<file path="src/rtl/pwmq_pkg.sv">
package pwmq_pkg;

    // per-channel sequencing state
    typedef enum logic [1:0] {
        CH_IDLE  = 2'd0,
        CH_RUN   = 2'd1,
        CH_ARMED = 2'd2
    } ch_state_e;

    // register map: bits above REGION_LSB pick the register kind,
    // the word slot below it picks the channel
    localparam int         REGION_LSB   = 5;
    localparam int         SLOT_W       = 3;
    localparam logic [6:0] RGN_PERIOD   = 7'h20;
    localparam logic [6:0] RGN_DUTY     = 7'h21;
    localparam logic [6:0] RGN_CTRL     = 7'h22;
    localparam int         CTRL_POL_BIT = 5;

endpackage

</file>
<file path="src/rtl/pwmq_prescaler.sv">
module pwmq_prescaler #(
    parameter int SEL_W = 2
) (
    input  logic             clk,
    input  logic             rst_n,
    input  logic             tick_en,
    input  logic             run,
    input  logic [SEL_W-1:0] sel,
    output logic             ptick
);
    // widest divider is 2**(2**SEL_W - 1)
    localparam int DIV_W = (1 << SEL_W) - 1;

    logic [DIV_W-1:0] pre_cnt;
    logic [DIV_W-1:0] wrap_at;

    always_comb begin
        wrap_at = DIV_W'((1 << sel) - 1);
        ptick   = run && tick_en && (pre_cnt == wrap_at);
    end

    // restarts from zero whenever the channel is stopped
    always_ff @(posedge clk) begin
        if (!rst_n || !run) begin
            pre_cnt <= '0;
        end else if (tick_en) begin
            pre_cnt <= (pre_cnt == wrap_at) ? '0 : pre_cnt + 1'b1;
        end
    end

endmodule

</file>
<file path="src/rtl/pwmq_shadow.sv">
module pwmq_shadow #(
    parameter int CNT_W = 16,
    parameter int SEL_W = 2
) (
    input  logic             clk,
    input  logic             rst_n,
    input  logic             wr_ctrl,
    input  logic             wr_duty,
    input  logic             wr_period,
    input  logic [CNT_W-1:0] wdata_cnt,
    input  logic [SEL_W-1:0] wdata_sel,
    input  logic             wdata_pol,
    output logic [CNT_W-1:0] sh_period,
    output logic [CNT_W-1:0] sh_duty,
    output logic [SEL_W-1:0] sh_sel,
    output logic             sh_pol
);

    always_ff @(posedge clk) begin
        if (!rst_n) begin
            sh_period <= '0;
            sh_duty   <= '0;
            sh_sel    <= '0;
            sh_pol    <= 1'b0;
        end else begin
            if (wr_period) sh_period <= wdata_cnt;
            if (wr_duty)   sh_duty   <= wdata_cnt;
            if (wr_ctrl) begin
                sh_sel <= wdata_sel;
                sh_pol <= wdata_pol;
            end
        end
    end

endmodule

</file>
<file path="src/rtl/pwmq_channel.sv">
module pwmq_channel
    import pwmq_pkg::*;
#(
    parameter int CNT_W = 16,
    parameter int SEL_W = 2
) (
    input  logic             clk,
    input  logic             rst_n,
    input  logic             tick_en,
    input  logic             commit,
    input  logic [CNT_W-1:0] commit_period,
    input  logic [CNT_W-1:0] sh_period,
    input  logic [CNT_W-1:0] sh_duty,
    input  logic [SEL_W-1:0] sh_sel,
    input  logic             sh_pol,
    output logic [CNT_W-1:0] act_period,
    output logic [CNT_W-1:0] act_duty,
    output logic [SEL_W-1:0] act_sel,
    output logic             act_pol,
    output logic             running,
    output logic             pwm_o
);

    ch_state_e        state_q;
    ch_state_e        state_d;
    logic [CNT_W-1:0] cnt_q;
    logic [CNT_W-1:0] next_period;
    logic             ptick;
    logic             at_end;
    logic             load_now;

    assign running = (state_q != CH_IDLE);

    pwmq_prescaler #(
        .SEL_W (SEL_W)
    ) u_pre (
        .clk     (clk),
        .rst_n   (rst_n),
        .tick_en (tick_en),
        .run     (running),
        .sel     (act_sel),
        .ptick   (ptick)
    );

    // a commit in the very cycle of a swap supplies the newest period
    always_comb begin
        next_period = commit ? commit_period : sh_period;
        at_end      = ptick && (cnt_q >= act_period - 1'b1);
    end

    // next-state selection
    always_comb begin
        state_d = state_q;
        unique case (state_q)
            CH_IDLE: begin
                if (commit && (commit_period != '0)) state_d = CH_RUN;   // start
            end
            CH_RUN: begin
                if (commit) state_d = CH_ARMED;                           // arm
            end
            CH_ARMED: begin
                if (at_end) begin
                    state_d = (next_period == '0) ? CH_IDLE : CH_RUN;    // stop / swap
                end
            end
            default: state_d = CH_IDLE;
        endcase
    end

    always_comb begin
        load_now = ((state_q == CH_IDLE) && commit && (commit_period != '0))
                || ((state_q == CH_ARMED) && at_end);
    end

    // state register
    always_ff @(posedge clk) begin
        if (!rst_n) state_q <= CH_IDLE;
        else        state_q <= state_d;
    end

    // active configuration and in-period counter
    always_ff @(posedge clk) begin
        if (!rst_n) begin
            act_period <= '0;
            act_duty   <= '0;
            act_sel    <= '0;
            act_pol    <= 1'b0;
            cnt_q      <= '0;
        end else if (load_now) begin
            act_period <= next_period;
            act_duty   <= sh_duty;
            act_sel    <= sh_sel;
            act_pol    <= sh_pol;
            cnt_q      <= '0;
        end else if (ptick) begin
            cnt_q <= at_end ? '0 : cnt_q + 1'b1;
        end
    end

    // output level per state
    always_comb begin
        unique case (state_q)
            CH_IDLE:          pwm_o = 1'b0;
            CH_RUN, CH_ARMED: pwm_o = (cnt_q < act_duty) ^ act_pol;
            default:          pwm_o = 1'b0;
        endcase
    end

endmodule

</file>
<file path="src/rtl/pwmq_regif.sv">
module pwmq_regif
    import pwmq_pkg::*;
#(
    parameter int NCH    = 4,
    parameter int CNT_W  = 16,
    parameter int SEL_W  = 2,
    parameter int DATA_W = 32,
    parameter int ADDR_W = 12
) (
    input  logic                       bus_wr,
    input  logic [ADDR_W-1:0]          bus_addr,
    input  logic [DATA_W-1:0]          bus_wdata,
    input  logic [NCH-1:0][CNT_W-1:0]  act_period,
    input  logic [NCH-1:0][CNT_W-1:0]  act_duty,
    input  logic [NCH-1:0][SEL_W-1:0]  act_sel,
    input  logic [NCH-1:0]             act_pol,
    output logic [NCH-1:0]             wr_period,
    output logic [NCH-1:0]             wr_duty,
    output logic [NCH-1:0]             wr_ctrl,
    output logic [CNT_W-1:0]           wdata_cnt,
    output logic [SEL_W-1:0]           wdata_sel,
    output logic                       wdata_pol,
    output logic [DATA_W-1:0]          bus_rdata
);
    localparam int RGN_W = ADDR_W - REGION_LSB;

    logic [RGN_W-1:0]  rgn;
    logic [SLOT_W-1:0] slot;
    logic              aligned;
    logic              hit_per;
    logic              hit_duty;
    logic              hit_ctrl;
    logic              wdata_unused;

    assign rgn          = bus_addr[ADDR_W-1:REGION_LSB];
    assign slot         = bus_addr[REGION_LSB-1:2];
    assign aligned      = (bus_addr[1:0] == 2'b00);
    assign hit_per      = aligned && (rgn == RGN_W'(RGN_PERIOD));
    assign hit_duty     = aligned && (rgn == RGN_W'(RGN_DUTY));
    assign hit_ctrl     = aligned && (rgn == RGN_W'(RGN_CTRL));
    assign wdata_cnt    = bus_wdata[CNT_W-1:0];
    assign wdata_sel    = bus_wdata[SEL_W-1:0];
    assign wdata_pol    = bus_wdata[CTRL_POL_BIT];
    assign wdata_unused = ^bus_wdata[DATA_W-1:CNT_W];

    // write strobes, one per channel and register kind
    always_comb begin
        wr_period = '0;
        wr_duty   = '0;
        wr_ctrl   = '0;
        for (int k = 0; k < NCH; k++) begin
            if (bus_wr && (slot == SLOT_W'(k))) begin
                wr_period[k] = hit_per;
                wr_duty[k]   = hit_duty;
                wr_ctrl[k]   = hit_ctrl;
            end
        end
    end

    // read mux over the active set
    always_comb begin
        bus_rdata = '0;
        for (int k = 0; k < NCH; k++) begin
            if (slot == SLOT_W'(k)) begin
                if (hit_per)  bus_rdata = DATA_W'(act_period[k]);
                if (hit_duty) bus_rdata = DATA_W'(act_duty[k]);
                if (hit_ctrl) bus_rdata = DATA_W'(act_sel[k])
                                        | (DATA_W'(act_pol[k]) << CTRL_POL_BIT);
            end
        end
    end

endmodule

</file>
<file path="src/rtl/pwm_quad_shadow.sv">
module pwm_quad_shadow #(
    parameter int NCH    = 4,
    parameter int CNT_W  = 16,
    parameter int SEL_W  = 2,
    parameter int DATA_W = 32,
    parameter int ADDR_W = 12
) (
    input  logic              clk,
    input  logic              rst_n,
    input  logic              tick_en,
    input  logic              bus_wr,
    input  logic [ADDR_W-1:0] bus_addr,
    input  logic [DATA_W-1:0] bus_wdata,
    output logic [DATA_W-1:0] bus_rdata,
    output logic [NCH-1:0]    pwm_out
);

    logic [NCH-1:0][CNT_W-1:0] act_period;
    logic [NCH-1:0][CNT_W-1:0] act_duty;
    logic [NCH-1:0][SEL_W-1:0] act_sel;
    logic [NCH-1:0]            act_pol;
    logic [NCH-1:0]            wr_period;
    logic [NCH-1:0]            wr_duty;
    logic [NCH-1:0]            wr_ctrl;
    logic [NCH-1:0]            run_vec;
    logic [CNT_W-1:0]          wdata_cnt;
    logic [SEL_W-1:0]          wdata_sel;
    logic                      wdata_pol;

    pwmq_regif #(
        .NCH    (NCH),
        .CNT_W  (CNT_W),
        .SEL_W  (SEL_W),
        .DATA_W (DATA_W),
        .ADDR_W (ADDR_W)
    ) u_regif (
        .bus_wr     (bus_wr),
        .bus_addr   (bus_addr),
        .bus_wdata  (bus_wdata),
        .act_period (act_period),
        .act_duty   (act_duty),
        .act_sel    (act_sel),
        .act_pol    (act_pol),
        .wr_period  (wr_period),
        .wr_duty    (wr_duty),
        .wr_ctrl    (wr_ctrl),
        .wdata_cnt  (wdata_cnt),
        .wdata_sel  (wdata_sel),
        .wdata_pol  (wdata_pol),
        .bus_rdata  (bus_rdata)
    );

    for (genvar i = 0; i < NCH; i++) begin : g_ch
        logic [CNT_W-1:0] sh_period;
        logic [CNT_W-1:0] sh_duty;
        logic [SEL_W-1:0] sh_sel;
        logic             sh_pol;

        pwmq_shadow #(
            .CNT_W (CNT_W),
            .SEL_W (SEL_W)
        ) u_shadow (
            .clk       (clk),
            .rst_n     (rst_n),
            .wr_ctrl   (wr_ctrl[i]),
            .wr_duty   (wr_duty[i]),
            .wr_period (wr_period[i]),
            .wdata_cnt (wdata_cnt),
            .wdata_sel (wdata_sel),
            .wdata_pol (wdata_pol),
            .sh_period (sh_period),
            .sh_duty   (sh_duty),
            .sh_sel    (sh_sel),
            .sh_pol    (sh_pol)
        );

        pwmq_channel #(
            .CNT_W (CNT_W),
            .SEL_W (SEL_W)
        ) u_chan (
            .clk           (clk),
            .rst_n         (rst_n),
            .tick_en       (tick_en),
            .commit        (wr_period[i]),
            .commit_period (wdata_cnt),
            .sh_period     (sh_period),
            .sh_duty       (sh_duty),
            .sh_sel        (sh_sel),
            .sh_pol        (sh_pol),
            .act_period    (act_period[i]),
            .act_duty      (act_duty[i]),
            .act_sel       (act_sel[i]),
            .act_pol       (act_pol[i]),
            .running       (run_vec[i]),
            .pwm_o         (pwm_out[i])
        );
    end

endmodule

</file>
<file path="config.mk">
export PLATFORM = sky130hd
export DESIGN_NAME = pwm_quad_shadow
export DESIGN_NICKNAME = d
export VERILOG_FILES = /design/src/rtl/pwmq_pkg.sv /design/src/rtl/pwmq_prescaler.sv /design/src/rtl/pwmq_shadow.sv /design/src/rtl/pwmq_channel.sv /design/src/rtl/pwmq_regif.sv /design/src/rtl/pwm_quad_shadow.sv
export SDC_FILE = /design/constraint.sdc
export NUM_CORES = 1
export LEC_CHECK = 0
export ABC_CLOCK_PERIOD_IN_PS = 4000
export BUFFER_PORTS_ARGS = -buffer_cell sky130_fd_sc_hd__buf_2
export CAP_MARGIN = 0
export CORE_MARGIN = 8
export CORE_UTILIZATION = 63
export DETAILED_ROUTE_END_ITERATION = 6
export PLACE_DENSITY = 0.93
export SETUP_SLACK_MARGIN = 0.02
export SYNTH_ARGS = -nofsm -noshare
export SYNTH_HDL_FRONTEND = slang
export SYNTH_SLANG_ARGS = --single-unit
</file>
<file path="constraint.sdc">
create_clock -name clk -period 4 [get_ports clk]
set_input_delay 0.4 -clock clk [delete_from_list [all_inputs] [get_ports clk]]
set_output_delay 0.4 -clock clk [all_outputs]
set_load 0.02 [all_outputs]
</file>
==> impl_metrics.yaml, run 1 <==
cts:
  htreeDepth: 2
  hold_buffers: 0
  clock_latency_ns: 0.53
  cts.sinks: 364
  clk_path_buf_depth: 3
  cts_root_buffer: "clkbuf_16"
  clkSlewWorstSetupHoldPaths_ns: 0.07
  cts_buffers: 37
  cts_tree: "built"
global_routing:
  grt_pass1_vias: 17680
  grt_overflow: 0
  use_met1: 0.3393
  grtUsageMet2: 0.4794
  grt_pass1_wl_mm: 91.65
  antenna_found_initial: 4
  grt_most_used_layer: "met2"
  grt_util_all_layers: 0.2927
  grt_max_degree: 147
  use_met3: 0.07565
synth:
  netlist_instances: 2423
  async_flop_share: 0
  yosys_warnings: 0
  netlist_area_um2: 20300
  ys_seq_elements: 364
  yosysUniqueCellTypes: 78
  synth_enable_flop_cells: 0
  synthFlopType: "dfxtp_1"
  synth.avg_cell_area_um2: 8.380
  ys_seq_area_frac: 0.3589
critical_path:
  end_kind: "register"
  worstSetupStartpoint: "g_ch[1].u_chan.act_period[2]$_SDFFE_PN0P_"
  reg2reg_depth: 16
  start_kind: "register"
  crit_type: "register to register"
  timing.rr.end: "g_ch[1].u_chan.act_period[11]$_SDFFE_PN0P_"
  required_ns: 4.43
  crit_arrival_ns: 4.37
  path_max_fanout: 15
  crit_end: "g_ch[1].u_chan.act_period[11]$_SDFFE_PN0P_"
  reg2reg_from: "g_ch[1].u_chan.act_period[2]$_SDFFE_PN0P_"
  rrSetupSlack_ns: 0.06
timing:
  drv_slew: 0
  finalSetupViolations: 0
  fin_skew_ns: 0.01695
  max_freq_ghz: 0.2537
  finalHoldViolCount: 0
  relSlewSlack: 0.3711
  fin_crit_sh: 0.9853
  tightest_slew_ns: 0.9334
  period_needed_ns: 3.941
  rsz0062_at_grt: "yes"
drt:
  viasPerCell: 6.438
  dr.pass1.iters: 7
  drtIter0Drc: 2622
  drc: 14
  vias: 18280
  avgRoutedWirePerCell_um: 20.96
  wl_mm: 59.53
  ant_nets: 0
place:
  place_inst: 2762
  post_dp_cell_area_um2: 20700
  globalplace.congestion: 0.9428
  numPortBuffers: 51
  dp_hpwl_mm: 39.49
pwr:
  switching_power_mw: 1.695
  vdd_drop_max_uv: 282.8
  p_int_mw: 5.789
  combinationalPowerShare: 0.035
  seqPwrFrac: 0.484
  p_sw_frac: 0.2265
  total_power_mw: 7.483
  power_density_nw_per_um2: 337.2
  total_leakage_power_nw: 8.885
  pwr-share-clk: 0.481
cells_and_area:
  fin_nets: 2609
  final_cell_mix: "nand2_1, dfxtp_1, ha_1"
  layout-drive-gt1-share: 0.08919
  area_growth_pct: 9.293
  num-fill-cells: 2062
  finalNonFillerCells: 2840
  utilization: 0.7014
  design_area_um2: 22190
  layout_commonest_cell: "nand2_1"
floorplanning:
  initial_core_util: 0.6418
  num_io_pins: 84
  die_x_um: 195.5
  die_area_um2: 38230
  core_area_um2: 31640
  die_y_um: 195.5
  rows: 65
flow_run:
  cap_violations: 0
status:
  status: "finished, violations left"
  violations: "design-rule violations"
hold_path:
  hold_class: "input pin to register"
-- how the worst min path moves through the flow --
stage	from	end	slack, ns	cells past startpoint
detailed placement	g_ch[1].u_shadow.sh_duty[4]$_SDFFE_PN0P_	g_ch[1].u_chan.act_duty[4]$_SDFFE_PN0P_	0.44	2
floorplan	g_ch[1].u_shadow.sh_duty[0]$_SDFFE_PN0P_	g_ch[1].u_chan.act_duty[0]$_SDFFE_PN0P_	0.43	2
finish	bus_wdata[15]	g_ch[0].u_shadow.sh_duty[15]$_SDFFE_PN0P_	0.28	3
global placement	g_ch[1].u_shadow.sh_duty[5]$_SDFFE_PN0P_	g_ch[1].u_chan.act_duty[5]$_SDFFE_PN0P_	0.44	2
global route	bus_wdata[12]	g_ch[0].u_shadow.sh_duty[12]$_SDFFE_PN0P_	0.28	3
CTS	bus_wdata[15]	g_ch[0].u_shadow.sh_duty[15]$_SDFFE_PN0P_	0.26	3
-- worst max-delay path, cell delays in order, from the launching register on --
cell and delay [ns]:
dfxtp_2 0.35, or4_4 0.55, nor2_2 0.15, nand2_2 0.11, nor3_4 0.25, nand2b_4 0.10
nor4_4 0.23, xnor2_1 0.11, ha_1 0.36, a21oi_2 0.17, o21a_1 0.15, o211ai_1 0.10
a21oi_2 0.20, nor2_1 0.11, a21boi_4 0.25, bufbuf_16 0.36, mux2_4 0.30
-- power groups by stage --
stage | clock network, mW | registers [mW] | logic (mW)
after floorplan | 0 | 3.71 | 0.179
after global placement | 0 | 3.71 | 0.236
after detailed placement | 0 | 3.71 | 0.241
after CTS | 3.59 | 3.63 | 0.243
after global routing | 3.74 | 3.62 | 0.263
final | 3.60 | 3.63 | 0.259
-- logic make-up (layout without fill, tap and decap cells) --
kind of cell | after synthesis | count (layout) | synth area share
xor+xnor | 115 | 115 | 0.04961
other cells | 1 | 21 | 0.0001847
simple gates | 950 | 950 | 0.2203
buf+inv | 255 | 250 | 0.05490
compound gates | 415 | 415 | 0.1335
mux | 167 | 167 | 0.08652
flops | 364 | 364 | 0.3589
fa+ha+maj | 156 | 156 | 0.09613
-- per-stage QoR --
step / hold WS, ns / TNS (ns) / worst slack [ns]
2_1_floorplan: 0.4341 / 0 / 0.3884
3_3_place_gp: 0.4397 / 0 / 0.1924
3_5_place_dp: 0.4443 / 0 / 0.02222
4_1_cts: 0.2571 / 0 / 0.02818
5_1_grt: 0.2819 / -1.075 / -0.1231
6_report: 0.2844 / 0 / 0.05879
-- layer usage --
metal / vias to the layer above / part of all wire
met1: 8590 / 0.37
met2: 1122 / 0.45
li1: 8258 / -
met3: 308 / 0.11
met4: 6 / 0.068
met5: - / 0.00071
-- cell usage after synthesis, types with 10 or more instances --
library cell	number	share of area
buf_4	24	0.0089
xor2_1	57	0.025
inv_1	94	0.017
nand4_1	32	0.0099
o21ai_0	128	0.032
nand2b_1	16	0.0049
clkbuf_1	95	0.018
a21o_1	20	0.0074
nor2b_1	41	0.013
ha_1	156	0.096
nand3_1	105	0.026
and2_1	41	0.013
mux2_4	11	0.0081
nand2_1	455	0.084
nor2_1	125	0.023
a21boi_0	108	0.040
mux2i_1	132	0.065
o21a_1	17	0.0063
xnor2_1	58	0.025
buf_2	29	0.0071
and3_1	19	0.0059
dfxtp_1	364	0.36
mux2_2	14	0.0078
a21oi_1	54	0.013
o22ai_1	35	0.011
nor3_1	22	0.0054
nor4_1	34	0.010
mux2_1	10	0.0055
-- flip-flops by register name (all words and copies together), names as in the netlist --
name,flops
g_ch.u_chan.act_duty,64
g_ch.u_chan.act_period,64
g_ch.u_chan.cnt_q,64
g_ch.u_shadow.sh_duty,64
g_ch.u_shadow.sh_period,64
g_ch.u_chan.u_pre.pre_cnt,12
g_ch.u_chan.act_sel,8
g_ch.u_chan.state_q,8
g_ch.u_shadow.sh_sel,8
g_ch.u_chan.act_pol,4
g_ch.u_shadow.sh_pol,4
-- layout make-up --
type                            count  area, um^2  area share
Multi-Input combinational cell   1819       12110      0.5455
Sequential cell                   364        7289      0.3285
Clock buffer                       53        1089     0.04905
Timing Repair Buffer               89       683.2     0.03078
Tap cell                          402       503.0     0.02267
Inverter                           94       352.8     0.01590
Clock inverter                     14       156.4    0.007048
Antenna cell                        5       12.51   0.0005638
-- what timing repair did --
item | CTS | global route
cloned | 1 | 1
buffers inserted | 0 | 4
gates resized for setup | 2 | 22
pin swaps | 0 | 7
setup endpoints to repair | 3 | 174
No activity file was read; power rests on OpenSTA's default activity.
==> run 2: changes to the inputs <==
Settings changed: MAX_ROUTING_LAYER set to met4.
==> run 2 against run 1 <==
Compared with the run above: the flow still finishes with violations (design-rule violations); combinational power hardly changed; clock skew rose by 0.00067 ns; critical path depth rose by 1; final area about the same; total power grew 0.89%; cell count increased by 0.21%; fmax grew 2.8%; sequential cell count did not move; die area unchanged; via count is 2.3% lower; critical endpoint is now g_ch[1].u_chan.act_period[14]$_SDFFE_PN0P_.
==> impl_metrics.yaml, run 2 (synthesis results as in run 1) <==
cts:
  clkSlewWorstSetupHoldPaths_ns: 0.07
  cts_root_buffer: "clkbuf_16"
  hold_buffers: 0
  cts.sinks: 364
  clk_path_buf_depth: 3
  htreeDepth: 2
  cts_buffers: 38
  clock_latency_ns: 0.54
  cts_tree: "built"
timing:
  finalSetupViolations: 0
  fin_tns_setup_ns: 0
  max_freq_ghz: 0.2609
  fin_crit_sh: 0.9581
  rsz0062_at_grt: "no"
  fin_skew_ns: 0.01762
  relSlewSlack: 0.4097
  finalHoldViolCount: 0
  tightest_slew_ns: 0.8830
  drv_slew: 0
  period_needed_ns: 3.832
critical_path:
  crit_arrival_ns: 4.24
  crit_end: "g_ch[1].u_chan.act_period[14]$_SDFFE_PN0P_"
  reg2reg_from: "g_ch[1].u_chan.act_period[2]$_SDFFE_PN0P_"
  cpPeakStageDelay_ns: 0.55
  start_kind: "register"
  end_kind: "register"
  cpMaxStageDelayCell: "or4_4"
  timing.rr.end: "g_ch[1].u_chan.act_period[14]$_SDFFE_PN0P_"
  rrSetupSlack_ns: 0.17
  path_max_fanout: 6
  required_ns: 4.41
  worstSetupStartpoint: "g_ch[1].u_chan.act_period[2]$_SDFFE_PN0P_"
  critical_path.cell_chain: "or4_4, nor2_2, nand2_1, nor3_2, nand2b_1, nor3b_2, xnor2_1, ha_1, nand4_1, a211o_1, o211ai_1, a21oi_2, nor2_1, a21boi_4, buf_12, clkbuf_16, mux2_4"
  crit_type: "register to register"
  reg2reg_depth: 17
floorplanning:
  die_area_um2: 38230
  core_area_um2: 31640
  initial_core_util: 0.6418
  die_x_um: 195.5
  num_io_pins: 84
  rows: 65
  die_y_um: 195.5
pwr:
  vdd_drop_max_uv: 290.3
  total_leakage_power_nw: 8.906
  power_density_nw_per_um2: 340.2
drt:
  wl_met3_mm: 5.818
  maxUsedRoutingLayer: "met4"
  drc: 5
  drtIter0Drc: 2015
  viasPerCell: 6.275
  vias: 17860
  dr.pass1.iters: 7
  avgRoutedWirePerCell_um: 20.16
  wl_met2_mm: 26.25
  drt-met1-wl_mm: 21.73
  ant_nets: 0
  wl_mm: 57.37
place:
  numPortBuffers: 51
  post_dp_cell_area_um2: 20720
  globalplace.congestion: 0.9529
  place_inst: 2765
  dp_hpwl_mm: 39.22
cells_and_area:
  area_growth_pct: 9.305
  final_cell_mix: "nand2_1, dfxtp_1, ha_1"
  layout_commonest_cell: "nand2_1"
  regArea_um2: 7288
  num-fill-cells: 2121
  design_area_um2: 22190
  multi_input_area_um2: 12050
  fin_nets: 2615
  layout-drive-gt1-share: 0.08852
  finalNonFillerCells: 2846
hold_path:
  hold_class: "input pin to register"
status:
  status: "finished, violations left"
  violations: "design-rule violations"
global_routing:
  antenna_found_initial: 2
  grt_pass1_wl_mm: 89.76
  grt_pass1_vias: 17400
  grt_util_all_layers: 0.2922
  grt_overflow: 0
  grt_max_degree: 115
flow_run:
  cap_violations: 0
## run 2: cell count changes in the layout (fill, tap and decap cells not counted), sizes merged
cell / change
buf: +5
bufbuf: -1
clkbuf: +3
clkinv: +1
clkinvlp: -1
diode: -1
## run 2: area by class of cell
cell class | instances | area share
Clock inverter | 14 | 0.006934
Inverter | 94 | 0.01590
Clock buffer | 55 | 0.05085
Timing Repair Buffer | 94 | 0.03191
Sequential cell | 364 | 0.3284
Tap cell | 402 | 0.02266
Antenna cell | 4 | 0.0004510
Multi-Input combinational cell | 1819 | 0.5429
## run 2: where the power goes
group	leakage (nW)	switching, mW	internal [mW]	total, mW
Clock	0.630	1.51	2.16	3.67
Sequential	2.93	0.00111	3.62	3.63
Combinational	5.35	0.189	0.0677	0.256
## run 2: how the worst min path moves through the flow
stage	from	to	slack, ns	cells past startpoint
CTS	bus_wdata[12]	g_ch[0].u_shadow.sh_duty[12]$_SDFFE_PN0P_	0.28	3
detailed placement	g_ch[1].u_shadow.sh_duty[14]$_SDFFE_PN0P_	g_ch[1].u_chan.act_duty[14]$_SDFFE_PN0P_	0.45	2
floorplan	g_ch[1].u_shadow.sh_duty[0]$_SDFFE_PN0P_	g_ch[1].u_chan.act_duty[0]$_SDFFE_PN0P_	0.43	2
finish	bus_wdata[6]	g_ch[2].u_shadow.sh_duty[6]$_SDFFE_PN0P_	0.31	3
global placement	g_ch[1].u_shadow.sh_duty[11]$_SDFFE_PN0P_	g_ch[1].u_chan.act_duty[11]$_SDFFE_PN0P_	0.44	2
global route	bus_wdata[15]	g_ch[0].u_shadow.sh_duty[15]$_SDFFE_PN0P_	0.30	3
## run 2: worst max-delay path: cells and delay by family (launching register included)
family / cells / cell delay [ns]
AND/OR/NAND/NOR: 8 / 1.71
AO/OA/AOI/OAI: 4 / 0.59
flip-flops: 1 / 0.35
adder cells (fa/ha/maj): 1 / 0.33
buffers and inverters: 2 / 0.31
multiplexers: 1 / 0.31
XOR/XNOR: 1 / 0.10
## run 2: stage by stage
step / setup WS, ns / total power, mW / hold slack (ns) / utilization
floorplan: 0.3884 / 3.886 / 0.4341 / -
global route: 0.02664 / 7.702 / 0.2999 / 0.7014
global placement: 0.1920 / 3.943 / 0.4397 / 0.6550
detailed placement: 0.06510 / 3.947 / 0.4480 / 0.6550
finish: 0.1677 / 7.550 / 0.3057 / 0.7015
CTS: 0.03325 / 7.532 / 0.2758 / 0.6956
## run 2: repair_timing
action | CTS | global route
buffers inserted | 0 | 5
setup endpoints to repair | 0 | 184
gates resized for setup | 0 | 15
## run 2: routing by layer
layer	track usage	up-vias
met5	-	-
met3	0.06551	264
met1	0.3355	8413
met2	0.4702	914
li1	-	8267
met4	0.1611	0
